--- config.mk ---
export PLATFORM = sky130hd
export DESIGN_NAME = gpio_blink_ovl
export DESIGN_NICKNAME = d
export VERILOG_FILES = /design/src/rtl/gpio_blink_pkg.sv /design/src/rtl/gpio_blink_timebase.sv /design/src/rtl/gpio_blink_serseq.sv /design/src/rtl/gpio_blink_enregs.sv /design/src/rtl/gpio_blink_padmux.sv /design/src/rtl/gpio_blink_ovl.sv
export SDC_FILE = /design/constraint.sdc
export NUM_CORES = 1
export LEC_CHECK = 0
export BUFFER_PORTS_ARGS = -buffer_cell sky130_fd_sc_hd__buf_2
export CORE_UTILIZATION = 25
export CTS_BUF_LIST = sky130_fd_sc_hd__clkbuf_2 sky130_fd_sc_hd__clkbuf_4 sky130_fd_sc_hd__clkbuf_8
export DETAILED_ROUTE_END_ITERATION = 12
export MAX_ROUTING_LAYER = met4
export PLACE_DENSITY = 0.45
export SKIP_CTS_REPAIR_TIMING = 1
export SYNTH_ARGS = -nofsm -noshare
export SYNTH_HDL_FRONTEND = slang
export SYNTH_HIERARCHICAL = 1
export SYNTH_SLANG_ARGS = --single-unit
export TNS_END_PERCENT = 100
--- constraint.sdc ---
create_clock -name clk -period 5.8 [get_ports clk]
set_input_delay 0.58 -clock clk [delete_from_list [all_inputs] [get_ports clk]]
set_output_delay 0.58 -clock clk [all_outputs]
set_load 0.05 [all_outputs]
--- src/rtl/gpio_blink_pkg.sv ---
// Shared types for the GPIO blink overlay.
// Assumes: nothing beyond the IEEE 1800-2017 language.
package gpio_blink_pkg;

    // Selects which enable word the register port addresses.
    typedef enum logic {
        SEL_BLINK  = 1'b0,
        SEL_SERIAL = 1'b1
    } word_sel_e;

    // Counter width for a count range of v, never below one bit.
    function automatic int cnt_width(input int v);
        return (v <= 2) ? 1 : $clog2(v);
    endfunction

endpackage

--- src/rtl/gpio_blink_timebase.sv ---
// Square-wave timebase shared by all blinking pins.
// Holds each level for HALF_CYCLES clocks and starts high after restore.
// Assumes: HALF_CYCLES >= 2; restore is synchronous.
module gpio_blink_timebase #(
    parameter int HALF_CYCLES = 125_000_000
) (
    input  logic clk,
    input  logic restore,
    output logic phase_o
);
    localparam int CW = gpio_blink_pkg::cnt_width(HALF_CYCLES);
    localparam logic [CW-1:0] LAST = CW'(HALF_CYCLES - 1);

    logic [CW-1:0] cnt_q;

    // Count clocks within a half period and flip the phase at its end.
    always_ff @(posedge clk) begin
        if (restore) begin
            cnt_q   <= '0;
            phase_o <= 1'b1;
        end else if (cnt_q == LAST) begin
            cnt_q   <= '0;
            phase_o <= ~phase_o;
        end else begin
            cnt_q   <= cnt_q + 1'b1;
        end
    end
endmodule

--- src/rtl/gpio_blink_serseq.sv ---
// Serial blink pattern sequencer. Steps through SER_PATTERN LSB first,
// one bit every SER_DIV clocks, and wraps after SER_LEN bits.
// Assumes: SER_DIV >= 2, SER_LEN >= 2; restore is synchronous.
module gpio_blink_serseq #(
    parameter int                 SER_DIV     = 12_500_000,
    parameter int                 SER_LEN     = 8,
    parameter logic [SER_LEN-1:0] SER_PATTERN = 8'b1011_0010
) (
    input  logic clk,
    input  logic restore,
    output logic bit_o
);
    localparam int DW = gpio_blink_pkg::cnt_width(SER_DIV);
    localparam int IW = gpio_blink_pkg::cnt_width(SER_LEN);
    localparam logic [DW-1:0] DIV_LAST = DW'(SER_DIV - 1);
    localparam logic [IW-1:0] IDX_LAST = IW'(SER_LEN - 1);

    logic [DW-1:0] div_q;
    logic [IW-1:0] idx_q;

    // Divide the clock down to the bit rate and advance the bit index.
    always_ff @(posedge clk) begin
        if (restore) begin
            div_q <= '0;
            idx_q <= '0;
        end else if (div_q == DIV_LAST) begin
            div_q <= '0;
            idx_q <= (idx_q == IDX_LAST) ? '0 : idx_q + 1'b1;
        end else begin
            div_q <= div_q + 1'b1;
        end
    end

    // Present the pattern bit at the current index.
    always_comb bit_o = SER_PATTERN[idx_q];
endmodule

--- src/rtl/gpio_blink_enregs.sv ---
// Blink and serial-blink enable words. Restore loads the defaults and
// wins over a write. Serial bits of native pins are write-protected.
// Assumes: restore is synchronous; sel is valid whenever wr is high.
module gpio_blink_enregs #(
    parameter int              PINS          = 32,
    parameter logic [PINS-1:0] BLINK_DEFAULT = 32'h0004_0000
) (
    input  logic                     clk,
    input  logic                     restore,
    input  logic                     wr,
    input  gpio_blink_pkg::word_sel_e sel,
    input  logic [PINS-1:0]          wdata,
    input  logic [PINS-1:0]          native,
    output logic [PINS-1:0]          blink_q,
    output logic [PINS-1:0]          ser_q
);
    import gpio_blink_pkg::*;

    // Hold the blink word; restore takes priority over a write.
    always_ff @(posedge clk) begin
        if (restore)                     blink_q <= BLINK_DEFAULT;
        else if (wr && sel == SEL_BLINK) blink_q <= wdata;
    end

    // Hold the serial word; native pins keep their old bit on a write.
    always_ff @(posedge clk) begin
        if (restore)                      ser_q <= '0;
        else if (wr && sel == SEL_SERIAL) ser_q <= (wdata & ~native) | (ser_q & native);
    end
endmodule

--- src/rtl/gpio_blink_padmux.sv ---
// Per-pin pad selection: native bypass, plain blink, open-drain serial,
// or normal drive. Plain blink has priority over serial blink.
// Assumes: all inputs are settled within the clock cycle.
module gpio_blink_padmux (
    input  logic is_out,
    input  logic native,
    input  logic level,
    input  logic blink_en,
    input  logic ser_en,
    input  logic phase,
    input  logic ser_bit,
    output logic oe,
    output logic dout
);
    // Choose the pad drive for this pin.
    always_comb begin
        oe   = is_out;
        dout = level;
        if (!native && is_out) begin
            if (blink_en) begin
                dout = phase;
            end else if (ser_en) begin
                oe   = ~ser_bit;
                dout = 1'b0;
            end
        end
    end
endmodule

--- src/rtl/gpio_blink_ovl.sv ---
// Top of the GPIO output blink overlay for a bank of PINS pins.
// Resume reset and reset-control writes restore enables and timebases;
// platform reset only clears the read-data register.
// Assumes: synchronous active-low resets; one-cycle strobes.
module gpio_blink_ovl #(
    parameter int                 PINS          = 32,
    parameter logic [PINS-1:0]    BLINK_DEFAULT = 32'h0004_0000,
    parameter int                 HALF_CYCLES   = 125_000_000,
    parameter int                 SER_DIV       = 12_500_000,
    parameter int                 SER_LEN       = 8,
    parameter logic [SER_LEN-1:0] SER_PATTERN   = 8'b1011_0010
) (
    input  logic            clk,
    input  logic            rst_n,
    input  logic            plat_rst_n,
    input  logic            rst_ctl_wr,
    input  logic            reg_wr,
    input  logic            reg_rd,
    input  logic            reg_sel,
    input  logic [PINS-1:0] reg_wdata,
    output logic [PINS-1:0] reg_rdata,
    input  logic [PINS-1:0] pin_is_out,
    input  logic [PINS-1:0] pin_native,
    input  logic [PINS-1:0] pin_level,
    output logic [PINS-1:0] pad_oe,
    output logic [PINS-1:0] pad_do
);
    import gpio_blink_pkg::*;

    logic            restore;
    logic            phase;
    logic            ser_bit;
    logic [PINS-1:0] blink_q;
    logic [PINS-1:0] ser_q;
    word_sel_e       sel;

    // Decode the restore condition and the word select.
    always_comb begin
        restore = !rst_n || rst_ctl_wr;
        sel     = word_sel_e'(reg_sel);
    end

    gpio_blink_timebase #(.HALF_CYCLES(HALF_CYCLES)) u_tb (
        .clk     (clk),
        .restore (restore),
        .phase_o (phase)
    );

    gpio_blink_serseq #(
        .SER_DIV     (SER_DIV),
        .SER_LEN     (SER_LEN),
        .SER_PATTERN (SER_PATTERN)
    ) u_ser (
        .clk     (clk),
        .restore (restore),
        .bit_o   (ser_bit)
    );

    gpio_blink_enregs #(
        .PINS          (PINS),
        .BLINK_DEFAULT (BLINK_DEFAULT)
    ) u_regs (
        .clk     (clk),
        .restore (restore),
        .wr      (reg_wr),
        .sel     (sel),
        .wdata   (reg_wdata),
        .native  (pin_native),
        .blink_q (blink_q),
        .ser_q   (ser_q)
    );

    // Register read data; cleared by either reset, native serial bits read 0.
    always_ff @(posedge clk) begin
        if (!rst_n || !plat_rst_n) reg_rdata <= '0;
        else if (reg_rd)           reg_rdata <= (sel == SEL_SERIAL) ? (ser_q & ~pin_native) : blink_q;
    end

    for (genvar p = 0; p < PINS; p++) begin : g_pin
        gpio_blink_padmux u_mux (
            .is_out   (pin_is_out[p]),
            .native   (pin_native[p]),
            .level    (pin_level[p]),
            .blink_en (blink_q[p]),
            .ser_en   (ser_q[p]),
            .phase    (phase),
            .ser_bit  (ser_bit),
            .oe       (pad_oe[p]),
            .dout     (pad_do[p])
        );
    end
endmodule

==> reports/summary.txt <==
YS warnings = 6
Fmax = 372 MHz
Initial antenna violation count = 5
Via count = 7,742
Starting density of the core = 0.254
Critical R2R Capture = u_ser/div_q[6]$_SDFF_PP0_
Final setup viols = 0
Remaining DRCs = 0
Design area = 0.00975 mm^2
Critical Path RT = 5.22 ns
Synthesized instance count = 932
Critical Path Sink Type = output port
Routed len/inst = 16.6 um
Setup TNS = 0 ns
Endpoint of the worst hold path = u_regs/blink_q[19]$_SDFFE_PP0P_
DRT Wirelength = 25,800 um
CTS root buf = clkbuf_8
Worst hold-check path type = in -> reg
Core Util, Final = 0.309
Met2 wire len = 11,600 um
Clock Latency Late Sink = 0.46 ns
Ys flop type = dfxtp_1
Max stage delay on crit path = 0.97 ns
Critical path cell sequence = a32o_1 -> buf_2
Async S/R FF share, synth = 0
Vias per cell = 4.97
CTS tree = built
Clk slew on worst S/H paths = 0.10 ns
Core Footprint = 0.0316 mm^2
Worst rel slew slack = 0.358
Count of cell types in the netlist = 53
Num CTS Buffers = 17
Num rows = 65
Setup CP Type = reg -> out
Leak = 3.31 nW
Num ports = 231
Vias in the first global route = 7,119
Max-capacitance violation count = 0
Hold_ws = 0.363 ns
Status = finished, final reports clean
Fin crit period = 2.69 ns
Die area = 0.0327 mm^2
Critical-path top delay cell = dfxtp_2
Syn nets = 1,071
Flop-to-flop setup slack = 3.26 ns
Worst Path Buf+Inv = 1
Clock Skew = 0.0162 ns
Die Width = 181 um
Hold Path Depth = 3
Worst Reg-to-Reg Cells = 4
Top sig layer = met4
Met1 WL = 12,800 um
Worst-path fanout max = 34
Total power = 2.23 mW
Clk sinks = 152
Hold_sp = reg_wdata[19]
First-pass GRT wire length = 40,200 um
Area growth from synthesis to layout = 21.7%
Reg-to-reg startpoint = u_ser/div_q[7]$_SDFF_PP0_
Worst-margin pin slew = 0.963 ns
Post-synth EDFFs = 0
Peak supply drop = 0.118 mV
Crit path max-delay family = flip-flops
Mapped Avg Cell Area = 8.59 um^2
Die height = 181 um
Pins Over Slew Limit = 0
Clk buf depth = 2
Crit path launch type = flip-flop
Crit path depth = 2
Total gr overflow = 0
Tcrit/Tclk final = 0.463
DP Area = 0.00935 mm^2
Final nets = 1,278
Synthesized flop and latch total = 152
First-pass iteration count of the detailed router = 5
H-tree depth = 4
Data arrival, critical path = 2.11 ns
ANT nets after route = 0
Sequential area share after synthesis = 0.380
GP Congestion = 0.753
Synthesized area = 0.00801 mm^2
Hold Vio Cnt, Final = 0
WL met3 = 1200 um
Port Buffers = 230
Final HPWL DP = 18,000 um
DRT iter0 DRCs = 412
Share of layout cells above drive strength 1 = 0.287
RSZ-0062 raised after global routing = false
Largest net degree at the start of global routing = 69
PD cells = 229 mW/mm^2
GRT Overall Usage = 0.161
==> layout by cell type (no fill, tap or decap), drive strengths merged, types with 22 or more instances in the layout <==
master	Yosys	routed
nand2	114	114
nand3	22	22
dfxtp	152	152
o31a	32	32
a311oi	32	32
a21oi	87	87
o21ai	78	78
nand2b	33	33
nor2b	34	34
a32o	32	32
nand3b	66	66
buf	33	236
nor2	68	68
==> where the power goes <==
part | leakage (nW) | internal [mW] | total [mW] | switching [mW]
combinational | 1.89 | 0.113 | 0.356 | 0.243
sequential | 1.23 | 1.06 | 1.07 | 0.0156
clock | 0.189 | 0.356 | 0.802 | 0.446
total | 3.31 | 1.53 | 2.23 | 0.705
==> kinds of logic (layout without fill, tap and decap cells) <==
kind of cell / after synthesis / in the layout / synth area share
AO/OA/AOI/OAI: 275 / 275 / 0.230
XOR/XNOR: 26 / 26 / 0.0284
adder cells (fa/ha/maj): 6 / 6 / 0.00875
buffers and inverters: 57 / 277 / 0.0503
flip-flops: 152 / 152 / 0.380
other: 0 / 5 / 0
AND/OR/NAND/NOR: 416 / 416 / 0.303
==> cell type report <==
| cell class | count | area [um^2] |
|---|---|---|
| Multi-Input combinational cell | 723 | 4570 |
| Fill cell | 3374 | 21800 |
| Sequential cell | 152 | 3040 |
| Timing Repair Buffer | 236 | 1200 |
| Clock buffer | 18 | 241 |
| Tap cell | 402 | 503 |
| Clock inverter | 14 | 144 |
| Inverter | 9 | 33.8 |
| Antenna cell | 5 | 12.5 |
==> per-layer routing <==
metal	track usage	up-vias
li1	-	3885
met1	0.215	3658
met2	0.249	189
met3	0.0355	10
met4	0.0332	0
met5	-	-
==> worst max-delay path by stage <==
stage / startpoint / endpoint
floorplan: u_tb/phase_o$_SDFFE_PP1N_ / pad_do[0]
global placement: reg_sel / flip-flop
detailed placement: reg_sel / flip-flop
CTS: u_tb/phase_o$_SDFFE_PP1N_ / pad_do[0]
global route: u_tb/phase_o$_SDFFE_PP1N_ / pad_do[0]
finish: u_tb/phase_o$_SDFFE_PP1N_ / pad_do[0]
==> Yosys cell counts, drive strengths merged (2+ instances only) <==
cell type | count | area share
a21oi | 87 | 0.054
a311oi | 32 | 0.037
a32o | 32 | 0.040
and3 | 4 | 0.0031
and4 | 6 | 0.0067
buf | 33 | 0.039
clkbuf | 15 | 0.0072
dfxtp | 152 | 0.38
ha | 4 | 0.0063
inv | 9 | 0.0042
maj3 | 2 | 0.0025
nand2 | 114 | 0.053
nand2b | 33 | 0.032
nand3 | 22 | 0.014
nand3b | 66 | 0.062
nand4 | 14 | 0.013
nor2 | 68 | 0.032
nor2b | 34 | 0.037
nor3 | 5 | 0.0031
nor4 | 9 | 0.0070
o21ai | 78 | 0.049
o31a | 32 | 0.035
o31ai | 9 | 0.0084
o41ai | 2 | 0.0022
or2 | 3 | 0.0023
or3 | 14 | 0.011
or4 | 18 | 0.019
or4b | 2 | 0.0025
or4bb | 2 | 0.0028
xnor2 | 19 | 0.021
xor2 | 7 | 0.0077
==> through the flow <==
step	setup WS, ns	cells
floorplan	3.83	932
global placement	3.08	1522
detailed placement	3.07	1522
CTS	3.09	1554
global route	3.02	1558
finish	3.11	1559
==> worst register-to-register path, stage by stage, from the launching register on <==
cell and delay, ns:
dfxtp_1 0.35, or4_1 0.53, nor4_1 0.66, a21o_1 0.74, nor2_1 0.12
No activity file was read; power rests on OpenSTA's default activity.
